$ cat config.mk
export PLATFORM = sky130hd
export DESIGN_NAME = exc_ctl_unit
export DESIGN_NICKNAME = d
export VERILOG_FILES = /design/src/rtl/exc_ctl_unit.sv
export SDC_FILE = /design/constraint.sdc
export NUM_CORES = 1
export LEC_CHECK = 0
export BUFFER_PORTS_ARGS = -buffer_cell sky130_fd_sc_hd__buf_2
export CORE_AREA = 3 3 92 94
export CTS_BUF_LIST = sky130_fd_sc_hd__clkbuf_16
export CTS_CLUSTER_DIAMETER = 120
export CTS_CLUSTER_SIZE = 16
export DETAILED_ROUTE_END_ITERATION = 8
export DIE_AREA = 0 0 95 97
export GPL_TIMING_DRIVEN = 0
export PLACE_DENSITY = 0.78
export REMOVE_ABC_BUFFERS = 1
export SETUP_SLACK_MARGIN = 0.15
export SYNTH_ARGS = -nofsm -noshare
export SYNTH_HDL_FRONTEND = slang
export SYNTH_SLANG_ARGS = --single-unit
$ cat constraint.sdc
create_clock -name clk -period 4.33 [get_ports clk]
set_input_delay 0.6495 -clock clk [delete_from_list [all_inputs] [get_ports clk]]
set_output_delay 0.6495 -clock clk [all_outputs]
set_load 0.02 [all_outputs]
$ cat src/rtl/exc_ctl_unit.sv
module exc_ctl_unit #(
  parameter logic [31:0] MEM_BASE = 32'h0000_0000,
  parameter logic [31:0] CPU_ID   = 32'h0000_00A5,
  parameter int          NIRQ     = 32
) (
  input  logic            clk,
  input  logic            rst_n,
  input  logic [NIRQ-1:0] irq,
  input  logic            trap_req,
  input  logic            unimp_req,
  input  logic            eret_req,
  input  logic            ctl_wr,
  input  logic [2:0]      ctl_idx,
  input  logic [31:0]     ctl_wdata,
  output logic [31:0]     ctl_rdata,
  input  logic [31:0]     next_pc,
  input  logic [31:0]     ret_addr,
  output logic            redirect,
  output logic [31:0]     redirect_pc,
  output logic            ea_we,
  output logic [31:0]     ea_wdata,
  output logic [1:0]      exc_cause,
  output logic            user_mode,
  output logic            int_en
);
  localparam logic [31:0] HANDLER = MEM_BASE + 32'h20;

  logic            u, pie, eu, epie, bu, bpie;
  logic [NIRQ-1:0] ien;

  wire [NIRQ-1:0] pend    = irq & ien;
  wire            irq_hit = pie && (|pend);

  assign exc_cause = irq_hit   ? 2'd1 :
                     trap_req  ? 2'd2 :
                     unimp_req ? 2'd3 : 2'd0;

  wire take    = exc_cause != 2'd0;
  wire do_eret = eret_req && !take;
  wire wr_ok   = ctl_wr && !u;

  assign redirect    = take || do_eret;
  assign redirect_pc = take ? HANDLER : ret_addr;
  assign ea_we       = take;
  assign ea_wdata    = next_pc;
  assign user_mode   = u;
  assign int_en      = pie;

  always_comb begin
    ctl_rdata = '0;
    if (!u) begin
      case (ctl_idx)
        3'd0: ctl_rdata = {30'd0, u, pie};
        3'd1: ctl_rdata = {30'd0, eu, epie};
        3'd2: ctl_rdata = {30'd0, bu, bpie};
        3'd3: ctl_rdata = 32'(ien);
        3'd4: ctl_rdata = 32'(pend);
        3'd5: ctl_rdata = CPU_ID;
        default: ctl_rdata = '0;
      endcase
    end
  end

  always_ff @(posedge clk) begin
    if (!rst_n) begin
      u <= 1'b0; pie <= 1'b0;
      eu <= 1'b0; epie <= 1'b0;
      bu <= 1'b0; bpie <= 1'b0;
      ien <= '0;
    end else begin
      if (take) begin
        eu <= u; epie <= pie;
        u <= 1'b0; pie <= 1'b0;
      end else begin
        if (do_eret) begin
          u <= eu; pie <= epie;
        end else if (wr_ok && ctl_idx == 3'd0) begin
          u <= ctl_wdata[1]; pie <= ctl_wdata[0];
        end
        if (wr_ok && ctl_idx == 3'd1) begin
          eu <= ctl_wdata[1]; epie <= ctl_wdata[0];
        end
      end
      if (wr_ok && ctl_idx == 3'd2) begin
        bu <= ctl_wdata[1]; bpie <= ctl_wdata[0];
      end
      if (wr_ok && ctl_idx == 3'd3) ien <= ctl_wdata[NIRQ-1:0];
    end
  end

  AST_ENTRY_SUPERVISOR: assert property (@(posedge clk) disable iff (!rst_n)
    take |=> (!user_mode && !int_en));
  AST_ENTRY_SAVES: assert property (@(posedge clk) disable iff (!rst_n)
    take |=> ({eu, epie} == $past({u, pie})));
  AST_ERET_RESTORE: assert property (@(posedge clk) disable iff (!rst_n)
    (eret_req && !redirect_pc[0] && !ea_we) |=> ({user_mode, int_en} == $past({eu, epie})));
  AST_USER_LOCKED: assert property (@(posedge clk) disable iff (!rst_n)
    (ctl_wr && user_mode && !redirect) |=> ($stable(user_mode) && $stable(int_en) && $stable(ien)));
  AST_PEND_MASKED: assert property (@(posedge clk) disable iff (!rst_n)
    (ctl_idx == 3'd4 && !user_mode) |-> ((ctl_rdata & ~32'(ien)) == 32'd0));
  AST_IRQ_NEEDS_IE: assert property (@(posedge clk) disable iff (!rst_n)
    (exc_cause == 2'd1) |-> (int_en && (|irq)));
endmodule

Word-level counts from Yosys, hierarchy flattened
Cells that the tools add are included.
- flip-flop bits (word level): 38
- bits in latches: 0
- RAM bits: 0
- bits in read-only memories: 0
- input port bits: 137
- output and inout bits: 102
- word-level logic and storage cells: 44
- memories: 0
- $add $sub $neg: 0
- multiply operators: 0
- divide/modulo/power cells: 0
- magnitude comparators: 0
- equal/unequal tests: 5
- shift operators: 0
- muxes and demuxes: 14
- bitwise gates (word level): 2
- reductions and logical operators: 16
- operator list (cell ; count):
    32-bit one-hot mux with 6 select lines ; 1
    32-bit two-way mux ; 2
    32-bit bitwise AND ; 1
    32-bit OR reduction ; 1
    1-bit two-way mux ; 8
    1-bit logical AND ; 7
    3-bit by 2-bit equality test with 1-bit output, second input constant ; 2
    3-bit equality test, second input constant ; 2
    2-bit two-way mux ; 3
    2-bit nonzero test ; 3
    3-bit by 1-bit equality test with 1-bit output, second input constant ; 1
    3-bit logical NOT ; 1
    1-bit logical NOT ; 2
    2-bit OR reduction ; 1
    1-bit logical OR ; 1
    1-bit inverter ; 1

Longest topological paths before layout
Gate-level depths: netlist of run 1.
- depth in word-level cells: 8
- gate-level depth with buffers: 7
- mapped depth without buffers: 5

Least setup slack after synthesis of run 1
OpenSTA, ideal clock, no wires.
- kind: input-to-output
- start point: in irq[21]
- end point: out redirect_pc[10]
- arrival time: 2.116 ns
- required time: 3.681 ns
- setup slack: 1.565 ns
- stages on the path: 6
- path buffers: 1
- cell sequence: a22o_1 > a221oi_2 > and4_4 > a21boi_2 > buf_1 > nor3b_1
- longest elaborated chain between the ends: 6
- ends and longest elaborated chain (item ; line ; RTL):
    from (decl) ; 8 ; input logic [NIRQ-1:0] irq,
    32-bit bitwise AND ; 31 ; wire [NIRQ-1:0] pend = irq & ien;
    32-bit OR reduction ; 32 ; wire irq_hit = pie && (|pend);
    1-bit logical AND ; 32 ;
    2-bit two-way mux ; 34 ; assign exc_cause = irq_hit ? 2'd1 :
    2-bit nonzero test ; 38 ; wire take = exc_cause != 2'd0;
    32-bit two-way mux ; 43 ; assign redirect_pc = take ? HANDLER : ret_addr;
    to (decl) ; 19 ; output logic [31:0] redirect_pc,
No other way between the ends.

Final worst setup path of run 1
- start point: in ctl_idx[2]
- end point: out ctl_rdata[0]
- longest elaborated chain between the ends: 3
- elaborated cells between the ends (all ways): 8
- classes of those cells: eq/ne: 5; mux: 2; reduce/logical: 1
- ends and longest elaborated chain (item ; line ; RTL):
    from (decl) ; 13 ; input logic [2:0] ctl_idx,
    3-bit equality test, or another cell as far along ; 52 ; case (ctl_idx)
    32-bit one-hot mux with 6 select lines * ; 52 ;
    32-bit two-way mux * ; 51 ; if (!u) begin
    to (decl) ; 15 ; output logic [31:0] ctl_rdata,
Mark *: on every way between the ends. The rest lies on a longest branch, timed or not.

==> impl_metrics.env, run 1 <==
export IMPL_clk_latency_ns=0.27
export IMPL_routedWlPerCell_um=16.6
export IMPL_yosysSeqAreaShare=0.260
export IMPL_crit_fanout=32
export IMPL_crit_family="simple AND/OR/NAND/NOR gates"
export IMPL_path_clk_slew_ns=0.05
export IMPL_grt_first_pass_wirelength_mm=15.8
export IMPL_worst_setup_path_start_kind="input pin"
export IMPL_final_cell_mix="buf_2 (174), nand2_1 (134), dfxtp_1 (38)"
export IMPL_clockRootBuffer="clkbuf_16"
export IMPL_track_usage=0.220
export IMPL_relSlewSlack=0.160
export IMPL_grt_overflow_total=0
export IMPL_finalSetupViolations=0
export IMPL_final_core_util=0.490
export IMPL_worstHoldEndpoint="ien[24]"
export IMPL_coreArea_sq_um=7730
export IMPL_ir_worst_vdd_v=0.000159
export IMPL_cap_viol_max_count=0
export IMPL_async_flop_share=0
export IMPL_crit_arrival_ns=2.62
export IMPL_finClkSkew_ns=0.00430
export IMPL_cts_resized=0
export IMPL_worst_r2r_path_depth=4
export IMPL_cts_tree="yes"
export IMPL_r2r_end="ien[13]"
export IMPL_fmax_mhz=306
export IMPL_layout_cells_non_filler=627
export IMPL_io_buffers=174
export IMPL_cts_setup_buffers=0
export IMPL_areaGrowthSynthToFinish_pct=29.3
export IMPL_layout_min_cycle_time_ns=3.27
export IMPL_avgViaCountPerCell=5.23
export IMPL_dpl_hpwl_mm=8.52
export IMPL_synth_cells=398
export IMPL_hold_viol=0
export IMPL_die_x_um=95
export IMPL_clkSinkCount=38
export IMPL_synth_warnings=0
export IMPL_start_util=0.379
export IMPL_netlist_area_sq_um=2930
export IMPL_p_leak_uw=0.00169
export IMPL_numCtsBuffers=5
export IMPL_dp_cells=618
export IMPL_fin_crit_sh=0.754
export IMPL_rows=32
export IMPL_hold_start="ien[24]"
export IMPL_critPathCaptureType="primary output"
export IMPL_synth_avg_cell_area_sq_um=7.36
export IMPL_crit_chain="buf_2 -> and2b_1 -> nand2_1 -> nand2_1 -> a221oi_1 -> nor2_1 -> buf_2"
export IMPL_final_antenna_net_count=0
export IMPL_grt_max_degree=42
export IMPL_slowest_delay_ns=0.85
export IMPL_n_fill_cell=768
export IMPL_layout_drive_gt1_share=0.406
export IMPL_cp_slowest_cell="nand2_1"
export IMPL_path_buf_inv=2
export IMPL_final_nets=660
export IMPL_wl_mm=10.4
export IMPL_synth_seq_cells=38
export IMPL_clock_path_buffers=2
export IMPL_synth_distinct_cells=42
export IMPL_reg2reg_slack_ns=2.45
export IMPL_status="completed"
export IMPL_synth_edff_count=0
export IMPL_h_tree_depth=2
export IMPL_rsz0062_at_grt="no"
export IMPL_holdCritPathClass="flip-flop to flip-flop"
export IMPL_p_total_uw=884
export IMPL_place_gp_congestion=0.914
export IMPL_ioPinCount=239
export IMPL_p_per_area_nw_per_um2=234
export IMPL_worstSetupPathType="input pin to primary output"
export IMPL_path_depth=7
export IMPL_drc_errors=0
export IMPL_vias=3282
export IMPL_antenna_found_initial=1
export IMPL_drt_iter0_drc=122
export IMPL_fin_tns_setup_ns=0
export IMPL_worstPathRequired_ns=3.68
export IMPL_synth_main_ff_cell="dfxtp_1"
export IMPL_cts_hold_buf=0
export IMPL_drv_slew=0
export IMPL_grt_pass1_vias=3163
export IMPL_fp_dieArea_sq_um=9220
export IMPL_dieHeight_um=97
export IMPL_final_common_cell="buf_2"
export IMPL_hold_depth=2
export IMPL_regToRegStartpoint="user_mode"
export IMPL_tightestPinTransition_ns=1.26
export IMPL_drt_pass1_iterations=4
worst max path at each step:
stage          startpoint           end  slack (ns)
6_report       ctl_idx[2]  ctl_rdata[0]        1.06
2_1_floorplan     irq[21]  exc_cause[1]        1.23
3_3_place_gp   ctl_idx[2]       ien[21]        0.46
3_5_place_dp   ctl_idx[2]  ctl_rdata[0]        1.04
5_1_grt        ctl_idx[2]  ctl_rdata[0]        0.85
4_1_cts        ctl_idx[2]  ctl_rdata[0]        1.03
final cells by class:
type	count	area (sq um)	share of cell area
clock inverter	3	12.5	0.00330
antenna	1	2.50	0.000661
tap	102	128	0.0337
timing repair buffer	178	956	0.252
clock buffer	5	125	0.0330
multi-input combinational	298	1790	0.474
sequential	38	761	0.201
inverter	2	7.51	0.00198
kinds of logic (layout without fill, tap and decap cells):
| logic type | after synthesis | in the layout | synth area share |
|---|---|---|---|
| other cells | 0 | 1 | 0 |
| flops | 38 | 38 | 0.260 |
| buf+inv | 62 | 188 | 0.134 |
| simple gates | 200 | 200 | 0.362 |
| mux | 6 | 6 | 0.0209 |
| compound gates | 92 | 92 | 0.223 |
through the flow:
step / setup WS (ns) / hold slack [ns] / instance area [sq um]
after floorplan: 1.23 / 0.448 / 2540
after global placement: 0.465 / 0.457 / 3540
after detailed placement: 1.04 / 0.464 / 3650
after CTS: 1.03 / 0.472 / 3780
after global routing: 0.846 / 0.500 / 3790
final: 1.06 / 0.474 / 3790
worst reg2reg max path, delay by kind of cell (launching register included):
family,cells,cell delay [ns]
and+or+nand+nor,2,0.82
DFF,1,0.47
buffers and inverters,1,0.40
AOI/OAI and AO/OA,1,0.08
cells in the mapped netlist (3+ instances only):
cell type | count | area share
a22oi_1 | 8 | 0.021
a221oi_2 | 4 | 0.021
dfxtp_1 | 38 | 0.26
buf_1 | 3 | 0.0038
nand2_1 | 134 | 0.17
clkbuf_1 | 16 | 0.021
nand2b_1 | 3 | 0.0064
buf_6 | 3 | 0.012
a21boi_0 | 16 | 0.041
nor2b_1 | 3 | 0.0064
a22o_1 | 4 | 0.012
a21boi_1 | 16 | 0.041
buf_4 | 36 | 0.092
nor2_1 | 7 | 0.0090
nor3b_2 | 20 | 0.085
a21oi_1 | 32 | 0.055
nand4_1 | 4 | 0.0085
nor3b_1 | 15 | 0.038
mux2i_1 | 5 | 0.017
state kept, by name, indices dropped and copies added (netlist names):
name / cells
bu: 1
int_en: 1
ien: 32
epie: 1
user_mode: 1
eu: 1
bpie: 1
power breakdown:
group / switching, uW / internal [uW]
clock: 128 / 208
combinational: 104 / 82.1
sequential: 5.51 / 357
total: 238 / 647
routing by layer:
layer / vias to the layer above / track usage / share of wire
met5: - / 0.0476 / 0.0052
met4: 2 / 0.0588 / 0.012
met3: 10 / 0.105 / 0.12
met2: 196 / 0.352 / 0.47
met1: 1494 / 0.256 / 0.39
li1: 1580 / - / -
No activity file was read; power rests on OpenSTA's default activity.
==> inputs of run 2 (changes only) <==
- ABC_AREA: unset -> 1
- CORE_AREA: 3 3 92 94 -> unset
- CORE_MARGIN: unset -> 3
- CORE_UTILIZATION: unset -> 35
- DIE_AREA: 0 0 95 97 -> unset
- PLACE_DENSITY: 0.78 -> 0.77
- clock period: 4.33 -> 2.6 ns (I/O delays scaled with it)
==> impl_metrics.env, run 2 <==
export IMPL_layout_cells_non_filler=707
export IMPL_crit_arrival_ns=1.91
export IMPL_layout_min_cycle_time_ns=2.30
export IMPL_worst_setup_path_start_kind="input pin"
export IMPL_async_flop_share=0
export IMPL_yosysTopAreaCell="dfxtp_1"
export IMPL_final_common_cell="buf_2"
export IMPL_worstSetupPathType="input pin to primary output"
export IMPL_h_tree_depth=2
export IMPL_hold_viol=0
export IMPL_coreArea_sq_um=7770
export IMPL_fin_tns_setup_ns=0
export IMPL_placed_cell_area_sq_um=3470
export IMPL_finalInstanceArea_sq_um=3640
export IMPL_grt_first_pass_wirelength_mm=15.4
export IMPL_finClkSkew_ns=0.00234
export IMPL_grt_max_degree=37
export IMPL_tightestPinTransition_ns=0.794
export IMPL_antenna_found_initial=0
export IMPL_routedWlPerCell_um=15.0
export IMPL_synth_seq_cells=38
export IMPL_rows=32
export IMPL_grt_pass1_vias=3127
export IMPL_holdCritPathClass="input pin to flip-flop"
export IMPL_synth_common_cells="nand2_1 (93), nor2_1 (82), inv_1 (44)"
export IMPL_netlist_area_sq_um=2820
export IMPL_track_usage=0.219
export IMPL_top_register="ien"
export IMPL_numCtsBuffers=5
export IMPL_synth_most_common_cell="nand2_1"
export IMPL_clkSinkCount=38
export IMPL_crit_fanout=32
export IMPL_n_fill_cell=841
export IMPL_synth_warnings=0
export IMPL_final_cell_mix="buf_2 (174), nand2_1 (93), nor2_1 (82)"
export IMPL_fmax_mhz=436
export IMPL_relSlewSlack=0.470
export IMPL_worstPathRequired_ns=2.21
export IMPL_ioPinCount=239
export IMPL_synth_edff_count=0
export IMPL_status="completed"
export IMPL_drc_errors=0
export IMPL_fin_crit_sh=0.883
export IMPL_fp_dieArea_sq_um=9180
export IMPL_p_leak_uw=0.00203
export IMPL_synth_main_ff_cell="dfxtp_1"
export IMPL_cap_viol_max_count=0
export IMPL_synth_avg_cell_area_sq_um=5.96
export IMPL_grt_overflow_total=0
export IMPL_path_clk_slew_ns=0.06
export IMPL_die_x_um=95.8
export IMPL_final_nets=741
export IMPL_synth_cells=474
export IMPL_synth_distinct_cells=22
export IMPL_areaGrowthSynthToFinish_pct=29.0
export IMPL_cts_tree="yes"
export IMPL_ir_worst_vdd_v=0.000216
export IMPL_hold_slack_ns=0.337
export IMPL_diodes=0
export IMPL_start_util=0.363
export IMPL_vias=3416
export IMPL_drt_iter0_drc=167
export IMPL_rsz0062_at_grt="yes"
export IMPL_clockRootBuffer="clkbuf_16"
export IMPL_synth_area_leaders="dfxtp_1 (27%), nand2_1 (12%), nor2_1 (11%)"
export IMPL_drv_slew=0
export IMPL_wl_mm=10.6
export IMPL_finalSetupViolations=0
export IMPL_drt_pass1_iterations=4
export IMPL_clock_path_buffers=2
export IMPL_p_per_area_nw_per_um2=415
export IMPL_clk_latency_ns=0.27
export IMPL_dieHeight_um=95.8
export IMPL_dpl_hpwl_mm=7.77
export IMPL_io_buffers=174
export IMPL_dp_cells=697
export IMPL_layout_drive_gt1_share=0.369
export IMPL_place_gp_congestion=0.785
export IMPL_largest_register_ffs=32
export IMPL_yosysSeqAreaShare=0.270
export IMPL_synth_top_area_frac=0.270
export IMPL_avgViaCountPerCell=4.83
export IMPL_final_antenna_net_count=0
export IMPL_critPathCaptureType="primary output"
[run 2: cell types whose count changed in the layout (fill, tap and decap cells not counted), sizes merged, moves of 4 or more]
cell / previous run / this run
nor3b: 35 / 0
inv: 3 / 49
nor2: 7 / 116
nand3: 2 / 33
nand2: 134 / 97
a22o: 4 / 0
a221oi: 5 / 1
o21ai: 2 / 43
a21boi: 33 / 0
buf: 178 / 174
a22oi: 8 / 1
a21oi: 33 / 40
mux2i: 5 / 0
[run 2: area by class of cell]
| class | instances | area [sq um] | area share |
|---|---|---|---|
| multi-input combinational | 337 | 1560 | 0.429 |
| timing repair buffer | 174 | 871 | 0.239 |
| sequential | 38 | 762 | 0.209 |
| inverter | 48 | 183 | 0.0502 |
| tap | 102 | 128 | 0.0351 |
| clock buffer | 5 | 125 | 0.0344 |
| clock inverter | 3 | 12.5 | 0.00344 |
[run 2: what timing repair did]
action                                  4_1_cts  5_1_grt
setup buffers                                 0        0
resized for setup                             3        2
cloned                                        1        1
pin swaps                                     1        0
hold buffers                                  0        0
endpoints found under the setup margin       34        4
[run 2: final timing paths]
kind              slack (ns)  depth (start not counted)      endpoint    startpoint
setup / recovery        0.30                          9  ctl_rdata[1]    ctl_idx[2]
hold / removal          0.34                          3        ien[7]  ctl_wdata[7]
setup reg to reg        0.49                          6        ien[5]     user_mode
hold reg to reg         0.53                          2            eu            eu
[run 2: kinds of logic after synthesis]
kind of cell | synth area share
and+or+nand+nor | 0.389
buffers and inverters | 0.189
AOI/OAI and AO/OA | 0.153
DFF | 0.270
[run 2: worst max-delay path, cell delays in order]
cell and delay (ns):
buf_2 0.13, inv_1 0.10, nand3_1 0.25, inv_4 0.39, a22oi_1 0.16, o21ai_0 0.11
a21oi_1 0.09, nor2_1 0.09, buf_2 0.19
[run 2: stage by stage]
step	utilization	worst slack, ns	total power (uW)
floorplan	-	0.525	789
global placement	0.447	-0.557	938
detailed placement	0.447	-0.527	945
CTS	0.467	0.0995	1530
global route	0.469	0.144	1590
finish	0.469	0.305	1510
[run 2: power breakdown]
part | switching [uW] | internal (uW) | total [uW]
registers | 18.6 | 603 | 622
clock network | 225 | 347 | 572
logic | 195 | 122 | 317
[run 2: metal layers]
metal | wire length, um | up-vias | GRT usage
li1 | - | 1717 | -
met1 | 4730 | 1530 | 0.300
met2 | 4670 | 163 | 0.317
met3 | 1120 | 4 | 0.0962
met4 | 24 | 2 | 0.0367
met5 | 56 | - | 0.0595
